File: config.mk
export PLATFORM = sky130hd
export DESIGN_NAME = ser_shift_unit
export DESIGN_NICKNAME = d
export VERILOG_FILES = /design/src/rtl/ssu_pkg.sv /design/src/rtl/ssu_edge_sync.sv /design/src/rtl/ssu_pulse_gen.sv /design/src/rtl/ssu_shift_core.sv /design/src/rtl/ser_shift_unit.sv
export SDC_FILE = /design/constraint.sdc
export NUM_CORES = 1
export LEC_CHECK = 0
export BUFFER_PORTS_ARGS = -buffer_cell sky130_fd_sc_hd__buf_4
export CORE_MARGIN = 2
export CORE_UTILIZATION = 52
export DETAILED_ROUTE_END_ITERATION = 16
export PLACE_DENSITY = 0.73
export SLEW_MARGIN = 10
export SYNTH_ARGS = -nofsm -noshare
export SYNTH_HDL_FRONTEND = slang
export SYNTH_SLANG_ARGS = --single-unit
File: constraint.sdc
create_clock -name clk -period 2.45 [get_ports clk]
set_clock_uncertainty 0.2 [all_clocks]
set_input_delay 0.3675 -clock clk [delete_from_list [all_inputs] [get_ports clk]]
set_output_delay 0.3675 -clock clk [all_outputs]
set_load 0.01 [all_outputs]
File: src/rtl/ssu_pkg.sv
package ssu_pkg;

    typedef enum logic [2:0] {
        M_OFF      = 3'd0,
        M_IN_TMR   = 3'd1,
        M_IN_SYS   = 3'd2,
        M_IN_EXT   = 3'd3,
        M_OUT_FREE = 3'd4,
        M_OUT_TMR  = 3'd5,
        M_OUT_SYS  = 3'd6,
        M_OUT_EXT  = 3'd7
    } ssu_mode_e;

    typedef enum logic [1:0] {
        PG_IDLE,
        PG_ARM,
        PG_LOW,
        PG_HIGH
    } pg_state_e;

    function automatic logic is_timer(input ssu_mode_e m);
        return (m == M_IN_TMR) || (m == M_OUT_FREE) || (m == M_OUT_TMR);
    endfunction

    function automatic logic is_sys(input ssu_mode_e m);
        return (m == M_IN_SYS) || (m == M_OUT_SYS);
    endfunction

    function automatic logic is_internal(input ssu_mode_e m);
        return is_timer(m) || is_sys(m);
    endfunction

    function automatic logic is_oneshot(input ssu_mode_e m);
        return is_internal(m) && (m != M_OUT_FREE);
    endfunction

    function automatic logic is_counting(input ssu_mode_e m);
        return (m != M_OFF) && (m != M_OUT_FREE);
    endfunction

endpackage

File: src/rtl/ssu_edge_sync.sv
module ssu_edge_sync (
    input  logic clk,
    input  logic rst_n,
    input  logic pin_i,
    output logic rise_o
);

    logic samp_q;
    logic prev_q;

    always_ff @(posedge clk or negedge rst_n) begin
        if (!rst_n) begin
            samp_q <= 1'b0;
            prev_q <= 1'b0;
        end else begin
            samp_q <= pin_i;
            prev_q <= samp_q;
        end
    end

    always_comb begin
        rise_o = samp_q & ~prev_q;
    end

    // one external edge yields a single shift request
    a_r10_single_rise: assert property (@(posedge clk) disable iff (!rst_n)
        rise_o |=> !rise_o);

endmodule

File: src/rtl/ssu_pulse_gen.sv
module ssu_pulse_gen
    import ssu_pkg::*;
#(
    parameter int DIV_W      = 8,
    parameter int HALF_EXTRA = 2
) (
    input  logic             clk,
    input  logic             rst_n,
    input  ssu_mode_e        mode_i,
    input  logic             access_i,
    input  logic             flag_i,
    input  logic             last_i,
    input  logic [DIV_W-1:0] div_i,
    input  logic             tout_i,
    output logic             shift_o,
    output logic             sclk_o
);

    localparam int HC_W = DIV_W + 2;

    pg_state_e       state_q, state_d;
    logic [HC_W-1:0] hcnt_q, hcnt_d;
    logic [HC_W-1:0] half_load;
    logic            internal;
    logic            oneshot;

    always_comb begin
        internal  = is_internal(mode_i);
        oneshot   = is_oneshot(mode_i);
        half_load = is_sys(mode_i) ? '0
                  : HC_W'(div_i) + HC_W'(HALF_EXTRA - 1);
    end

    always_ff @(posedge clk or negedge rst_n) begin
        if (!rst_n) begin
            state_q <= PG_IDLE;
            hcnt_q  <= '0;
        end else begin
            state_q <= state_d;
            hcnt_q  <= hcnt_d;
        end
    end

    always_comb begin
        state_d = state_q;
        hcnt_d  = hcnt_q;
        shift_o = 1'b0;
        unique case (state_q)
            PG_IDLE: begin
                state_d = PG_IDLE;
            end
            PG_ARM: begin
                if (tout_i) begin
                    state_d = PG_LOW;
                    hcnt_d  = half_load;
                end
            end
            PG_LOW: begin
                if (hcnt_q == '0) begin
                    shift_o = 1'b1;
                    if (oneshot && last_i) begin
                        state_d = PG_IDLE;
                    end else begin
                        state_d = PG_HIGH;
                        hcnt_d  = half_load;
                    end
                end else begin
                    hcnt_d = hcnt_q - 1'b1;
                end
            end
            PG_HIGH: begin
                if (hcnt_q == '0) begin
                    state_d = PG_LOW;
                    hcnt_d  = half_load;
                end else begin
                    hcnt_d = hcnt_q - 1'b1;
                end
            end
        endcase
        if (access_i) begin
            shift_o = 1'b0;
            if (is_sys(mode_i) || flag_i) begin
                state_d = PG_LOW;
                hcnt_d  = half_load;
            end else begin
                state_d = PG_ARM;
            end
        end
        if (!internal) begin
            state_d = PG_IDLE;
            shift_o = 1'b0;
        end
    end

    always_comb begin
        sclk_o = (state_q != PG_LOW);
    end

    // outside the internally clocked modes the clock output rests high
    a_r1_idle_high: assert property (@(posedge clk) disable iff (!rst_n)
        !internal |=> sclk_o);

    // an armed transfer holds until a timeout arrives
    a_r7_arm_waits: assert property (@(posedge clk) disable iff (!rst_n)
        (state_q == PG_ARM && !tout_i && !access_i && internal)
        |=> (state_q == PG_ARM && sclk_o));

endmodule

File: src/rtl/ssu_shift_core.sv
module ssu_shift_core
    import ssu_pkg::*;
#(
    parameter int WIDTH = 8
) (
    input  logic             clk,
    input  logic             rst_n,
    input  ssu_mode_e        mode_i,
    input  logic             wr_i,
    input  logic             rd_i,
    input  logic [WIDTH-1:0] wdata_i,
    input  logic             sdat_i,
    input  logic             int_shift_i,
    input  logic             ext_rise_i,
    output logic [WIDTH-1:0] rdata_o,
    output logic             sdat_o,
    output logic             flag_o,
    output logic             last_o
);

    localparam int CNT_W = (WIDTH > 1) ? $clog2(WIDTH) : 1;
    localparam logic [CNT_W-1:0] CNT_TOP = CNT_W'(WIDTH - 1);

    logic [WIDTH-1:0] sreg_q;
    logic [CNT_W-1:0] cnt_q;
    logic             flag_q;
    logic             dout_q;
    logic             access;
    logic             shift_evt;
    logic             shift_eff;
    logic             out_dir;
    logic             counting;

    always_comb begin
        access    = wr_i | rd_i;
        out_dir   = mode_i[2];
        counting  = is_counting(mode_i);
        shift_evt = is_internal(mode_i) ? int_shift_i
                  : ((mode_i == M_OFF) || (mode_i == M_IN_EXT) || (mode_i == M_OUT_EXT))
                    ? ext_rise_i : 1'b0;
        shift_eff = shift_evt & ~access;
    end

    always_ff @(posedge clk or negedge rst_n) begin
        if (!rst_n) begin
            sreg_q <= '0;
        end else if (wr_i) begin
            sreg_q <= wdata_i;
        end else if (shift_eff) begin
            if (out_dir) begin
                sreg_q <= {sreg_q[WIDTH-2:0], sreg_q[WIDTH-1]};
            end else begin
                sreg_q <= {sreg_q[WIDTH-2:0], sdat_i};
            end
        end
    end

    always_ff @(posedge clk or negedge rst_n) begin
        if (!rst_n) begin
            dout_q <= 1'b0;
        end else if (shift_eff && out_dir) begin
            dout_q <= sreg_q[WIDTH-1];
        end
    end

    always_ff @(posedge clk or negedge rst_n) begin
        if (!rst_n) begin
            cnt_q <= '0;
        end else if (access) begin
            cnt_q <= '0;
        end else if (shift_eff && counting) begin
            cnt_q <= (cnt_q == CNT_TOP) ? '0 : cnt_q + 1'b1;
        end
    end

    always_ff @(posedge clk or negedge rst_n) begin
        if (!rst_n) begin
            flag_q <= 1'b0;
        end else if (mode_i == M_OFF || access) begin
            flag_q <= 1'b0;
        end else if (shift_eff && counting && cnt_q == CNT_TOP) begin
            flag_q <= 1'b1;
        end
    end

    always_comb begin
        rdata_o = sreg_q;
        sdat_o  = dout_q;
        flag_o  = flag_q;
        last_o  = (cnt_q == CNT_TOP);
    end

    // any CPU access leaves the flag clear on the next cycle
    a_r2_access_clears: assert property (@(posedge clk) disable iff (!rst_n)
        access |=> !flag_q);

    // mode 0 keeps the flag low
    a_r3_off_no_flag: assert property (@(posedge clk) disable iff (!rst_n)
        (mode_i == M_OFF) |=> !flag_q);

    // free-run never raises a clear flag
    a_r9_free_no_flag: assert property (@(posedge clk) disable iff (!rst_n)
        (mode_i == M_OUT_FREE && !flag_q) |=> !flag_q);

    // serial output moves only on an outbound shift
    a_r5_dout_on_shift: assert property (@(posedge clk) disable iff (!rst_n)
        !$stable(dout_q) |-> $past(shift_evt && out_dir));

endmodule

File: src/rtl/ser_shift_unit.sv
module ser_shift_unit
    import ssu_pkg::*;
#(
    parameter int WIDTH = 8,
    parameter int DIV_W = 8
) (
    input  logic             clk,
    input  logic             rst_n,
    input  logic [2:0]       mode_sel,
    input  logic             cpu_rd,
    input  logic             cpu_wr,
    input  logic [WIDTH-1:0] cpu_wdata,
    output logic [WIDTH-1:0] cpu_rdata,
    input  logic [DIV_W-1:0] tmr_div,
    input  logic             tmr_tout,
    input  logic             sclk_in,
    output logic             sclk_out,
    output logic             sclk_oe,
    input  logic             sdat_in,
    output logic             sdat_out,
    output logic             sdat_oe,
    output logic             shift_flag
);

    ssu_mode_e mode;
    logic      ext_rise;
    logic      int_shift;
    logic      flag;
    logic      last;

    always_comb begin
        mode       = ssu_mode_e'(mode_sel);
        sclk_oe    = is_internal(mode);
        sdat_oe    = mode_sel[2];
        shift_flag = flag;
    end

    ssu_edge_sync u_sync (
        .clk    (clk),
        .rst_n  (rst_n),
        .pin_i  (sclk_in),
        .rise_o (ext_rise)
    );

    ssu_pulse_gen #(
        .DIV_W      (DIV_W),
        .HALF_EXTRA (2)
    ) u_pgen (
        .clk      (clk),
        .rst_n    (rst_n),
        .mode_i   (mode),
        .access_i (cpu_rd | cpu_wr),
        .flag_i   (flag),
        .last_i   (last),
        .div_i    (tmr_div),
        .tout_i   (tmr_tout),
        .shift_o  (int_shift),
        .sclk_o   (sclk_out)
    );

    ssu_shift_core #(
        .WIDTH (WIDTH)
    ) u_core (
        .clk         (clk),
        .rst_n       (rst_n),
        .mode_i      (mode),
        .wr_i        (cpu_wr),
        .rd_i        (cpu_rd),
        .wdata_i     (cpu_wdata),
        .sdat_i      (sdat_in),
        .int_shift_i (int_shift),
        .ext_rise_i  (ext_rise),
        .rdata_o     (cpu_rdata),
        .sdat_o      (sdat_out),
        .flag_o      (flag),
        .last_o      (last)
    );

endmodule

==> run_results.csv <==
group,metric,value,unit
grt,grt_pass1_vias,1796,
yosys,ys.flop_type,"dfrtp_1",
clock_network,tritoncts,"yes",
sta,setup_tns,0,ps
sta,finalHoldViolations,0,
placement,gp_congestion,0.867,
yosys,syn_area_per_cell,9.14,um2
worst_setup_path,arrival,2330,ps
layout,syn_to_final_growth,21.9,%
clock_network,clk_latency,280,ps
layout,multiInputGateArea,1260,um2
pwr,ir_drop,363,uV
sta,period_share,95.5,%
yosys,synth-simple-area-share,23.8,%
layout,nNetsFinal,305,
worst_setup_path,slowest_delay,490,ps
pwr,p_sw,494,uW
clock_network,cts_buffer_depth,2,
worst_setup_path,path_buf_inv,1,
sta,worst_pin_slew,566,ps
grt,grt_max_degree,28,
clock_network,cts.clk_slew.worst_paths,100,ps
grt,grt_pass1_wl,8380,um
layout,layout_commonest_cell,"buf_4",
routing,drc_errors,0,
yosys,yosysUniqueCellTypes,51,
worst_setup_path,crit_chain,"inv_1 > ha_1 > or3b_1 > o41ai_4 > nand3_1 > o221ai_1",
floorplanning,core_area,3720,um2
outcome,status,"finished, final reports clean",
sta,max-slew-margin-rel,62.1,%
worst_setup_path,worstSetupPathType,"flop to flop",
yosys,yosys-top-cells-area,"dfrtp_1 (33%), mux2i_1 (8.8%), ha_1 (5.5%), o221ai_1 (3.8%), or3_1 (3.4%)",
yosys,netlist_instances,224,
run,maxCapViolCount,0,
yosys,synthesis.nets,259,
routing,via_count,1905,
layout,final_util,67.2,%
layout,stdcell_area,2500,um2
worst_setup_path,crit_fanout,7,
floorplanning,initial_utilization,55.1,%
yosys,synth_top_family_by_area,"simple AND/OR/NAND/NOR gates",
worst_setup_path,endpoint_kind,"flop",
hold_path,hp-class,"primary input to flop",
yosys,synth_compound_area_share,19.8,%
routing,dr.pass1.iters,4,
worst_setup_path,crit_family,"compound AO/OA/AOI/OAI gates",
grt,grt_use_total,24.3,%
yosys,synth_adder_area_share,5.50,%
placement,place_area,2430,um2
pwr,clockPowerShare,19.7,%
yosys,synth_xor_area_share,2.99,%
floorplanning,die_y,66.8,um
sta,holdWs,83.8,ps
layout,seqCellArea,676,um2
pwr,cellPowerDensity,541,nW/um2
yosys,synth_edf_count,0,
yosys,synth.top_cell.area_share,33.0,%
worst_setup_path,r2r_slack,110,ps
placement,hpwl,3760,um
worst_setup_path,cp_slowest_cell,"or3b_1",
floorplanning,placementRows,22,
sta,rsz0062_at_grt,"no",
yosys,yosysWarnings,0,
pwr,total_power,1350,uW
floorplanning,die_w,66.8,um
pwr,combPwrFrac,36.5,%
placement,portBuffers,38,
yosys,muxShareOfSynthArea,9.35,%
routing,detail_route.vias_per_cell,6.01,
pwr,p_sw_share,36.6,%
layout,final_cell_mix,"buf_4 (50), dfrtp_1 (27), mux2i_1 (18), nand2_1 (17), inv_1 (16)",
grt,grt_overflow,0,
clock_network,post_cts_buffers,0,
yosys,synth-async-reset-ratio,100,%
clock_network,cts_htree_levels,1,
sta,fmax,428,MHz
floorplanning,io_pins,39,
clock_network,clock_sinks,27,
sta,fin_crit,2340,ps
worst_setup_path,required,2440,ps
sta,finalMaxSlewViolations,0,
pwr,leakagePower,0.00104,uW
clock_network,cts-root-buf,"clkbuf_8",
pwr,internal_power,856,uW
routing,post_drt_wl_per_cell,16.0,um
routing,drt_iter0_markers,160,
layout,fillCellCount,307,
pwr,p_seq_share,43.8,%
routing,drt-total-wl,5070,um
grt,antenna_found_initial,0,
yosys,ys_ff_latch,27,
routing,drtAntennaViolNets,0,
worst_setup_path,crit_path_start_kind,"flop",
layout,final_layout_size_suffix_gt1_share,23.0,%
sta,report.final.setup_viol,0,
layout,diodes,0,
floorplanning,die_area,4460,um2
yosys,ys_seq_area_share,33.0,%
yosys,synth_area,2050,um2
yosys,yosysTopAreaCell,"dfrtp_1",
clock_network,cts_inserted_buffers,3,
[per-layer routing]
metal  up-vias  wire [um]  global-route usage (%)
li1        944          -                       -
met1       892       2290                    33.5
met2        65       2460                    39.6
met3         4        283                    3.55
met4         0         36                    6.89
met5         -          0                       0
[worst paths after layout]
check,end,from,cells past startpoint
setup / recovery,u_pgen.hcnt_q[1],u_pgen.hcnt_q[0],6
hold / removal,u_core.flag_o,cpu_rd,2
setup reg to reg,u_pgen.hcnt_q[1],u_pgen.hcnt_q[0],6
hold reg to reg,u_sync.prev_q,u_sync.samp_q,0
max in group asynchronous,u_core.rdata_o[2],rst_n,2
min in group asynchronous,u_pgen.hcnt_q[7],rst_n,2
[power by group through the flow]
stage | combinational, uW | clock (uW) | sequential (uW)
after floorplan | 300 | 0 | 584
after global placement | 480 | 0 | 598
after detailed placement | 484 | 0 | 597
after CTS | 489 | 275 | 589
after global routing | 542 | 294 | 601
final | 493 | 267 | 591
[state kept, by name, summed over array words and instances, names as in the netlist]
name            count
u_pgen.state_q      2
u_core.flag_o       1
u_core.sdat_o       1
u_sync.samp_q       1
u_core.cnt_q        3
u_core.rdata_o      8
u_pgen.hcnt_q      10
u_sync.prev_q       1
[cells in the mapped netlist, drive strengths merged (2+ instances only)]
cell	count
a21oi	6
a221oi	7
a22oi	2
a2bb2oi	2
a32oi	2
and2	2
buf	4
clkbuf	7
dfrtp	27
ha	9
inv	17
mux2i	18
nand2	17
nand2b	3
nand3	10
nand3b	5
nand4	6
nor2	12
nor2b	2
nor3	3
nor4	5
nor4b	2
o211ai	5
o21ai	3
o221ai	9
o22ai	2
or3	11
or3b	2
xnor2	4
xor2	3
[layout make-up]
class	instances	area share, %
Sequential cell	27	27.1
Inverter	17	2.56
Tap cell	48	2.40
Timing Repair Buffer	52	15.8
Clock buffer	4	1.80
Multi-Input combinational cell	169	50.4
[cells by family (layout without fill, tap and decap cells)]
logic type / count (synthesis) / in the layout
AOI/OAI and AO/OA: 48 / 48
xor gates and xnor gates: 7 / 7
adders and majority gates: 9 / 9
buffers and inverters: 28 / 73
DFF: 27 / 27
muxes: 19 / 19
and+or+nand+nor: 86 / 86
[repair_timing]
action,4_1_cts,5_1_grt
endpoints found under the setup margin,0,5
resized for setup,0,0
hold endpoints to repair,28,0
hold buffers,2,0
[through the flow]
| stage | worst slack, ps | std cells |
|---|---|---|
| floorplan | 241 | 224 |
| detailed placement | 71.8 | 311 |
| CTS | 40.0 | 317 |
| global route | 2.12 | 317 |
| global placement | 101 | 311 |
| finish | 111 | 317 |
(Power assumes the default switching activity.)
